[config.mk]
export PLATFORM = sky130hd
export DESIGN_NAME = au4_ptr_interp
export DESIGN_NICKNAME = d
export VERILOG_FILES = /design/src/rtl/au4_ptr_pkg.sv /design/src/rtl/au4_ptr_classify.sv /design/src/rtl/au4_ptr_guard.sv /design/src/rtl/au4_ptr_confirm.sv /design/src/rtl/au4_ptr_interp.sv
export SDC_FILE = /design/constraint.sdc
export NUM_CORES = 1
export LEC_CHECK = 0
export BUFFER_PORTS_ARGS = -buffer_cell sky130_fd_sc_hd__buf_2
export CAP_MARGIN = 25
export CORE_MARGIN = 1.5
export CORE_UTILIZATION = 59
export CTS_BUF_LIST = sky130_fd_sc_hd__clkbuf_4 sky130_fd_sc_hd__clkbuf_8
export DETAILED_ROUTE_END_ITERATION = 12
export PLACE_DENSITY_LB_ADDON = 0.1
export SLEW_MARGIN = 40
export SYNTH_ARGS = -nofsm -noshare
export SYNTH_HDL_FRONTEND = slang
export SYNTH_SLANG_ARGS = --single-unit
[constraint.sdc]
create_clock -name clk -period 5.9 [get_ports clk]
set_input_delay 1.77 -clock clk [delete_from_list [all_inputs] [get_ports clk]]
set_output_delay 1.77 -clock clk [all_outputs]
set_load 0.1 [all_outputs]
[src/rtl/au4_ptr_pkg.sv]
package au4_ptr_pkg;

   typedef enum logic [2:0] {
      FC_STEADY = 3'd0,
      FC_INC    = 3'd1,
      FC_DEC    = 3'd2,
      FC_BAD    = 3'd3,
      FC_NEW    = 3'd4
   } frame_cls_e;

   function automatic int unsigned half_up(input int unsigned n);
      return (n / 2) + 1;
   endfunction

endpackage

[src/rtl/au4_ptr_classify.sv]
module au4_ptr_classify
   import au4_ptr_pkg::*;
#(
   parameter int PTR_W   = 10,
   parameter int MAX_PTR = 782
) (
   input  logic [PTR_W-1:0] rx_val,
   input  logic [PTR_W-1:0] act_val,
   input  logic             locked,
   output frame_cls_e       cls
);
   localparam int PAIRS = PTR_W / 2;
   localparam int MAJ   = int'(half_up(PAIRS));
   localparam int CNT_W = $clog2(PAIRS + 1);

   logic [PAIRS-1:0] up_diff;
   logic [PAIRS-1:0] dn_diff;
   logic [CNT_W-1:0] up_cnt;
   logic [CNT_W-1:0] dn_cnt;
   logic             up_flip;
   logic             dn_flip;

   for (genvar k = 0; k < PAIRS; k++) begin : g_pair
      assign up_diff[k] = rx_val[2*k+1] ^ act_val[2*k+1];
      assign dn_diff[k] = rx_val[2*k]   ^ act_val[2*k];
   end

   assign up_cnt  = CNT_W'($countones(up_diff));
   assign dn_cnt  = CNT_W'($countones(dn_diff));
   assign up_flip = (up_cnt >= CNT_W'(MAJ));
   assign dn_flip = (dn_cnt >= CNT_W'(MAJ));

   always_comb begin
      if (locked && up_flip && !dn_flip)
         cls = FC_INC;
      else if (locked && dn_flip && !up_flip)
         cls = FC_DEC;
      else if (rx_val > PTR_W'(MAX_PTR))
         cls = FC_BAD;
      else if (locked && (rx_val == act_val))
         cls = FC_STEADY;
      else
         cls = FC_NEW;
   end

endmodule

[src/rtl/au4_ptr_guard.sv]
module au4_ptr_guard #(
   parameter int GUARD = 3
) (
   input  logic clk,
   input  logic rst_n,
   input  logic advance,
   input  logic restart,
   output logic open
);
   localparam int GW = $clog2(GUARD + 1);

   logic [GW-1:0] gap_q;

   always_ff @(posedge clk) begin
      if (!rst_n)
         gap_q <= GW'(GUARD);
      else if (restart)
         gap_q <= '0;
      else if (advance && (gap_q < GW'(GUARD)))
         gap_q <= gap_q + 1'b1;
   end

   assign open = (gap_q >= GW'(GUARD));

endmodule

[src/rtl/au4_ptr_confirm.sv]
module au4_ptr_confirm #(
   parameter int PTR_W     = 10,
   parameter int N_CONFIRM = 3
) (
   input  logic             clk,
   input  logic             rst_n,
   input  logic             frame_new,
   input  logic             clear,
   input  logic [PTR_W-1:0] rx_val,
   output logic             accept
);
   localparam int CW = $clog2(N_CONFIRM + 1);

   logic [PTR_W-1:0] cand_q;
   logic [CW-1:0]    run_q;
   logic [CW-1:0]    run_nx;
   logic             same;

   assign same   = (run_q != '0) && (rx_val == cand_q);
   assign run_nx = same ? run_q + 1'b1 : CW'(1);
   assign accept = frame_new && (run_nx == CW'(N_CONFIRM));

   always_ff @(posedge clk) begin
      if (!rst_n) begin
         cand_q <= '0;
         run_q  <= '0;
      end else if (clear) begin
         run_q <= '0;
      end else if (frame_new) begin
         cand_q <= rx_val;
         run_q  <= accept ? '0 : run_nx;
      end
   end

endmodule

[src/rtl/au4_ptr_interp.sv]
module au4_ptr_interp
   import au4_ptr_pkg::*;
#(
   parameter int WORD_W    = 16,
   parameter int PTR_W     = 10,
   parameter int MAX_PTR   = 782,
   parameter int OFS_MULT  = 3,
   parameter int GUARD     = 3,
   parameter int N_CONFIRM = 3,
   parameter int OFS_W     = $clog2(MAX_PTR * OFS_MULT + 1)
) (
   input  logic              clk,
   input  logic              rst_n,
   input  logic              frame_stb,
   input  logic [WORD_W-1:0] ptr_word,
   output logic [PTR_W-1:0]  active_ptr,
   output logic [OFS_W-1:0]  vc_offset,
   output logic              inc_pulse,
   output logic              dec_pulse,
   output logic              adj_reject,
   output logic              ptr_invalid
);
   localparam int MAX_OFS = MAX_PTR * OFS_MULT;

   if (PTR_W % 2 != 0)
      $error("PTR_W must be even for interleaved bit pairs");
   if (MAX_PTR >= (1 << PTR_W))
      $error("MAX_PTR does not fit in PTR_W bits");
   if (WORD_W < PTR_W)
      $error("WORD_W narrower than PTR_W");
   if (MAX_OFS >= (1 << OFS_W))
      $error("OFS_W too narrow for the offset range");
   if (GUARD < 1 || N_CONFIRM < 1)
      $error("GUARD and N_CONFIRM must be positive");

   logic [PTR_W-1:0] rx_val;
   logic [PTR_W-1:0] act_q;
   logic             locked_q;
   frame_cls_e       cls;
   logic             is_adj;
   logic             guard_open;
   logic             adj_take;
   logic             accept;
   logic [PTR_W-1:0] act_up;
   logic [PTR_W-1:0] act_dn;

   assign rx_val = ptr_word[PTR_W-1:0];

   au4_ptr_classify #(
      .PTR_W  (PTR_W),
      .MAX_PTR(MAX_PTR)
   ) u_cls (
      .rx_val (rx_val),
      .act_val(act_q),
      .locked (locked_q),
      .cls    (cls)
   );

   assign is_adj   = frame_stb && ((cls == FC_INC) || (cls == FC_DEC));
   assign adj_take = is_adj && guard_open;

   au4_ptr_guard #(
      .GUARD(GUARD)
   ) u_guard (
      .clk    (clk),
      .rst_n  (rst_n),
      .advance(frame_stb),
      .restart(adj_take || accept),
      .open   (guard_open)
   );

   au4_ptr_confirm #(
      .PTR_W    (PTR_W),
      .N_CONFIRM(N_CONFIRM)
   ) u_conf (
      .clk      (clk),
      .rst_n    (rst_n),
      .frame_new(frame_stb && (cls == FC_NEW)),
      .clear    (frame_stb && (cls != FC_NEW)),
      .rx_val   (rx_val),
      .accept   (accept)
   );

   assign act_up = (act_q == PTR_W'(MAX_PTR)) ? '0 : act_q + 1'b1;
   assign act_dn = (act_q == '0) ? PTR_W'(MAX_PTR) : act_q - 1'b1;

   always_ff @(posedge clk) begin
      if (!rst_n) begin
         act_q       <= '0;
         locked_q    <= 1'b0;
         inc_pulse   <= 1'b0;
         dec_pulse   <= 1'b0;
         adj_reject  <= 1'b0;
         ptr_invalid <= 1'b0;
      end else begin
         inc_pulse  <= 1'b0;
         dec_pulse  <= 1'b0;
         adj_reject <= 1'b0;
         if (frame_stb) begin
            ptr_invalid <= (cls == FC_BAD);
            if (is_adj && !guard_open) begin
               adj_reject <= 1'b1;
            end else if (cls == FC_INC) begin
               act_q     <= act_up;
               inc_pulse <= 1'b1;
            end else if (cls == FC_DEC) begin
               act_q     <= act_dn;
               dec_pulse <= 1'b1;
            end else if (accept) begin
               act_q    <= rx_val;
               locked_q <= 1'b1;
            end
         end
      end
   end

   assign active_ptr = act_q;

   if (OFS_MULT == 3) begin : g_ofs_shadd
      logic [OFS_W-1:0] wide;
      assign wide      = OFS_W'(act_q);
      assign vc_offset = (wide << 1) + wide;
   end else begin : g_ofs_mul
      assign vc_offset = OFS_W'(act_q) * OFS_W'(OFS_MULT);
   end

endmodule

### After elaboration in Yosys (flattened, before gate mapping)

Cells that the tools add are included.

| word-level totals | value |
|---|---|
| logic and storage cells | 97 |
| bits of input ports | 19 |
| output and inout bits | 26 |
| register bits | 29 |

| operators by class | value |
|---|---|
| $lt $le $gt $ge | 5 |
| muxes and demuxes | 16 |
| reduce and logical (&&, ||, !) cells | 29 |
| equality and inequality tests | 9 |
| bitwise logic cells | 16 |
| add/subtract/negate cells | 13 |

Operators by type and width:

| kind | count |
|---|---|
| two-way mux 10 bit | 5 |
| == test 10 bit | 2 |
| logical AND 1 bit | 13 |
| adder 11 x 10 -> 12 bit | 1 |
| two-way mux 3 bit | 4 |
| adder 10 x 1 -> 10 bit (second input constant) | 1 |
| == test 10 bit (second input constant) | 1 |
| > comparator 10 bit (second input constant) | 1 |
| logical NOT 10 bit | 1 |
| subtractor 10 x 1 -> 10 bit (second input constant) | 1 |
| bitwise XOR 1 bit | 10 |
| adder 1 x 1 -> 2 bit | 4 |
| two-way mux 2 bit | 4 |
| adder 3 x 1 -> 3 bit | 2 |
| adder 3 bit | 2 |
| == test 3 x 2 -> 1 bit (second input constant) | 2 |
| greater-or-equal comparator 3 x 2 -> 1 bit (second input constant) | 2 |
| inverter 1 bit | 6 |
| AND reduction 5 bit | 1 |
| adder 2 x 1 -> 2 bit (second input constant) | 2 |
| AND reduction 2 bit | 2 |
| nonzero test 2 bit | 2 |
| OR reduction 4 bit | 1 |
| == test 3 x 1 -> 1 bit (second input constant) | 1 |
| other kinds (12) | 17 |

### Depth between registers and ports, before layout

| logic depth | value |
|---|---|
| depth after elaboration | 15 |
| mapped depth | 15 |

### By module

From an unflattened synthesis, not the netlist that was laid out.

| unflattened totals | value |
|---|---|
| cell total of the unflattened synthesis | 366 |
| area total of the unflattened synthesis | 2905.3 um^2 |

By module, submodules not included:

| module | cells an instance | seq. area each (um^2) | area each (um^2) | times used |
|---|---|---|---|---|
| au4_ptr_interp | 240 | 300.3 | 1833.0 | 1 |
| au4_ptr_confirm | 73 | 240.2 | 605.6 | 1 |
| au4_ptr_classify | 43 | 0.0 | 352.8 | 1 |
| au4_ptr_guard | 10 | 40.0 | 113.9 | 1 |

### Worst setup path after synthesis

OpenSTA, ideal clock, no wires.

| timing path | value |
|---|---|
| path kind | register to output |
| start | register act_q[2] (netlist: active_ptr[2]) |
| end | output vc_offset[8] |
| cell stages (with the launch flop) | 10 |
| arrival | 4.316 ns |
| path slack | -0.186 ns |
| data required time | 4.130 ns |
| path through | dfxtp_1 clkbuf_1 inv_1 ha_1 a21o_1 a21oi_1 o21bai_1 a2111oi_0 nor2_1 xnor2_1 |

| on the way | value |
|---|---|
| longest elaborated chain between the ends | 1 |

Ends and longest elaborated chain:

| item | RTL line | text |
|---|---|---|
| start, declared | au4_ptr_interp.sv:37 | `logic [PTR_W-1:0] act_q;` |
| start signal, assigned | au4_ptr_interp.sv:104 | `act_q <= act_up;` |
| start signal, assigned | au4_ptr_interp.sv:107 | `act_q <= act_dn;` |
| start signal, assigned | au4_ptr_interp.sv:110 | `act_q <= rx_val;` |
| adder 11 x 10 -> 12 bit | au4_ptr_interp.sv:122 | `assign vc_offset = (wide << 1) + wide;` |
| end, declared | au4_ptr_interp.sv:17 | `output logic [OFS_W-1:0] vc_offset,` |

No other way between the ends.

### Worst setup path after layout

| timing path | value |
|---|---|
| start | register act_q[2] (netlist: active_ptr[2]) |
| end | output vc_offset[10] |

Same word-level chain as after synthesis.

==> run summary <==
Setup CP Type: reg2out
Clock slew at reported path FFs: 0.06 ns
Ys async rst share: 0%
Dpl cells: 403
CP Capture Type: primary output
Reg-to-Reg End: u_conf.cand_q[3]$_SDFFE_PN0P_
Hold crit path type: reg2reg
Ys flop type: dfxtp_1
Drt initial violations: 176
Share of cells above drive strength 1: 14.76%
Average cell area after synthesis: 8.265 µm²
Synth cell types: 52
Clock buffer depth: 2
CTS root buffer: clkbuf_8
Worst r2r src: active_ptr[4]$_SDFFE_PN0P_
Die Span Y: 70.68 µm
Area occupied by multi-input gates: 1942 µm²
Vias: 2440
IO Count: 45
# hold bufs at CTS: 0
Placed inst area: 2887 µm²
Critical Path End: vc_offset[10]
Num CTS Buffers: 5
Max-slew violation count: 0
Most common cell after layout, fill and taps aside: buf_2
Mapped cell area: 2703 µm²
TNS Setup: 0 ns
Power Total: 0.4938 mW
Final ANT Viol Nets: 0
H-tree Lvls: 2
# clock sinks: 29
Crit path launch type: register
Synth area leaders: dfxtp_1, ha_1, xnor2_1
Max-cap viol count: 0
Synth Net Count: 380
Initial antenna violation count: 0
Cts repair resizes: 0
Routability cong.: 0.9205
PnR worst setup slack: 0.6923 ns
Final period util: 88.27%
Grt ovf: 0
N_diodes: 0
# DRC: 0
EDFF count, synth: 0
Status: completed
Final Core Density: 68.15%
CTS tree: yes
Post-Syn Instances: 327
Router iterations before antenna repair: 4
PD cells: 165.3 nW/µm²
Core ar.: 4384 µm²
R2r worst-path depth: 13
Setup violations, final: 0
Die Width: 70.68 µm
Worst Max-Slew Pin Slew: 0.7237 ns
DR vias/cell: 5.937
Most frequent cells in the layout: buf_2, inv_1, ha_1, dfxtp_1, nand2_1
WP data arrival: 3.44 ns
Detail Placement HPWL: 4.900 mm
Skew-Pair Late Insertion Delay: 0.28 ns
Seq/Total Area, Yosys: 21.48%
Setup crit start: active_ptr[2]$_SDFFE_PN0P_
Yosys top cell area share: 21.48%
Clock Skew: 0.002629 ns
Rows: 24
Largest net degree at the start of global routing: 32
Yosys reg bits: 29
First-pass GRT wire length: 10.56 mm
Area added between synthesis and finish: 10.56%
Cell Count, Final, Fillers Out: 411
Setup Buffers After CTS: 0
Hold Path Cell Cnt: 2
Unrepaired setup endpoints after global routing: false
Slew margin rel.: 51.43%
I/O Buffers: 38
Initial cell density of the core: 61.64%
Min Tclk post-route: 5.208 ns
P_leak: 1.425 nW
Final nets: 411
Placement Setup Slack: 0.5415 ns
Cell area after layout: 2988 µm²
Number of global-route vias before repair: 2226
Worst Hold Margin: 0.4823 ns
Overall routing resource usage: 26.24%
Wirelength per Cell: 15.40 µm
Critical path peak fanout: 9
Register area: 580.6 µm²
Area leader, netlist: dfxtp_1
Maximum vdd drop: 165.0 µV
F_max: 192.0 MHz
R2R Setup Slk: 1.99 ns
Worst EP required: 4.13 ns
Layout fillers: 397
Final hold vios: 0
DRT Wirelength: 6.331 mm
Syn. warnings: 0
Die ar.: 4996 µm²
## kinds of logic (layout without fill, tap and decap cells)
family / Yosys count / count (layout) / synth area share [%]
buf+inv: 43 / 75 / 6.944
compound gates: 83 / 83 / 21.11
flops: 29 / 29 / 21.48
mux: 11 / 11 / 4.074
simple gates: 97 / 97 / 19.54
fa+ha+maj: 34 / 34 / 17.13
xor+xnor: 30 / 30 / 9.722
## power by group
group          leakage, nW  switching (mW)  internal, mW  total (mW)
clock network       0.0542          0.0793         0.105       0.185
logic                 1.14          0.0626        0.0406       0.103
registers            0.236         0.00411         0.202       0.206
## state kept, by name, summed over array words and instances, names as in the netlist
register	cells
u_guard.gap_q	2
u_conf.run_q	2
active_ptr	10
dec_pulse	1
inc_pulse	1
u_conf.cand_q	10
adj_reject	1
ptr_invalid	1
locked_q	1
## worst min-delay path by stage
stage                                             from                      endpoint  slack [ns]
after global placement        ptr_invalid$_SDFFE_PN0P_      ptr_invalid$_SDFFE_PN0P_        0.46
after global routing          ptr_invalid$_SDFFE_PN0P_      ptr_invalid$_SDFFE_PN0P_        0.51
after floorplan           u_conf.run_q[1]$_SDFFE_PP0P_  u_conf.run_q[1]$_SDFFE_PP0P_        0.45
final                         ptr_invalid$_SDFFE_PN0P_      ptr_invalid$_SDFFE_PN0P_        0.48
after detailed placement      ptr_invalid$_SDFFE_PN0P_      ptr_invalid$_SDFFE_PN0P_        0.48
after CTS                     ptr_invalid$_SDFFE_PN0P_      ptr_invalid$_SDFFE_PN0P_        0.49
## synth_stat cells (all sizes together), types with 2 or more instances
cell type / count
dfxtp: 29
ha: 29
inv: 29
nand2: 26
a21oi: 21
o21ai: 17
xnor2: 16
nand3: 14
nor2b: 14
xor2: 14
mux2i: 11
nor2: 11
clkbuf: 9
a21boi: 6
nand4: 6
and3: 5
buf: 5
fa: 5
nor4: 5
o211ai: 5
nand2b: 4
nor3: 4
o211a: 4
a21o: 3
a221o: 3
a31o: 3
o21a: 3
a211oi: 2
a221oi: 2
a22oi: 2
a31oi: 2
a32oi: 2
o2111ai: 2
o21bai: 2
## critical path, stage by stage, from the launching register on
cell and delay (ns):
dfxtp_1 0.56, inv_1 0.18, ha_1 0.30, a21o_1 0.18
a21oi_1 0.24, o21bai_1 0.13, a2111oi_0 0.65, o31ai_1 0.15
a21oi_1 0.20, xnor2_1 0.12, buf_2 0.44
## final cells by class
type / count / area share [%]
sequential: 29 / 19.43
multi-input combinational: 255 / 64.99
clock buffer: 7 / 3.224
timing repair buffer: 38 / 6.365
clock inverter: 1 / 0.1675
tap: 52 / 2.178
inverter: 29 / 3.643
## metal layers
layer | wire length, µm | share of wire (%) | up-vias | track usage [%]
li1 | - | - | 1212 | -
met1 | 3087 | 49 | 1146 | 38.24
met2 | 2738 | 43 | 77 | 39.46
met3 | 464 | 7.3 | 5 | 5.983
met4 | 40 | 0.63 | 0 | 6.289
met5 | 0 | 0 | - | 0
Note: power is estimated with default switching activity, not from simulation.
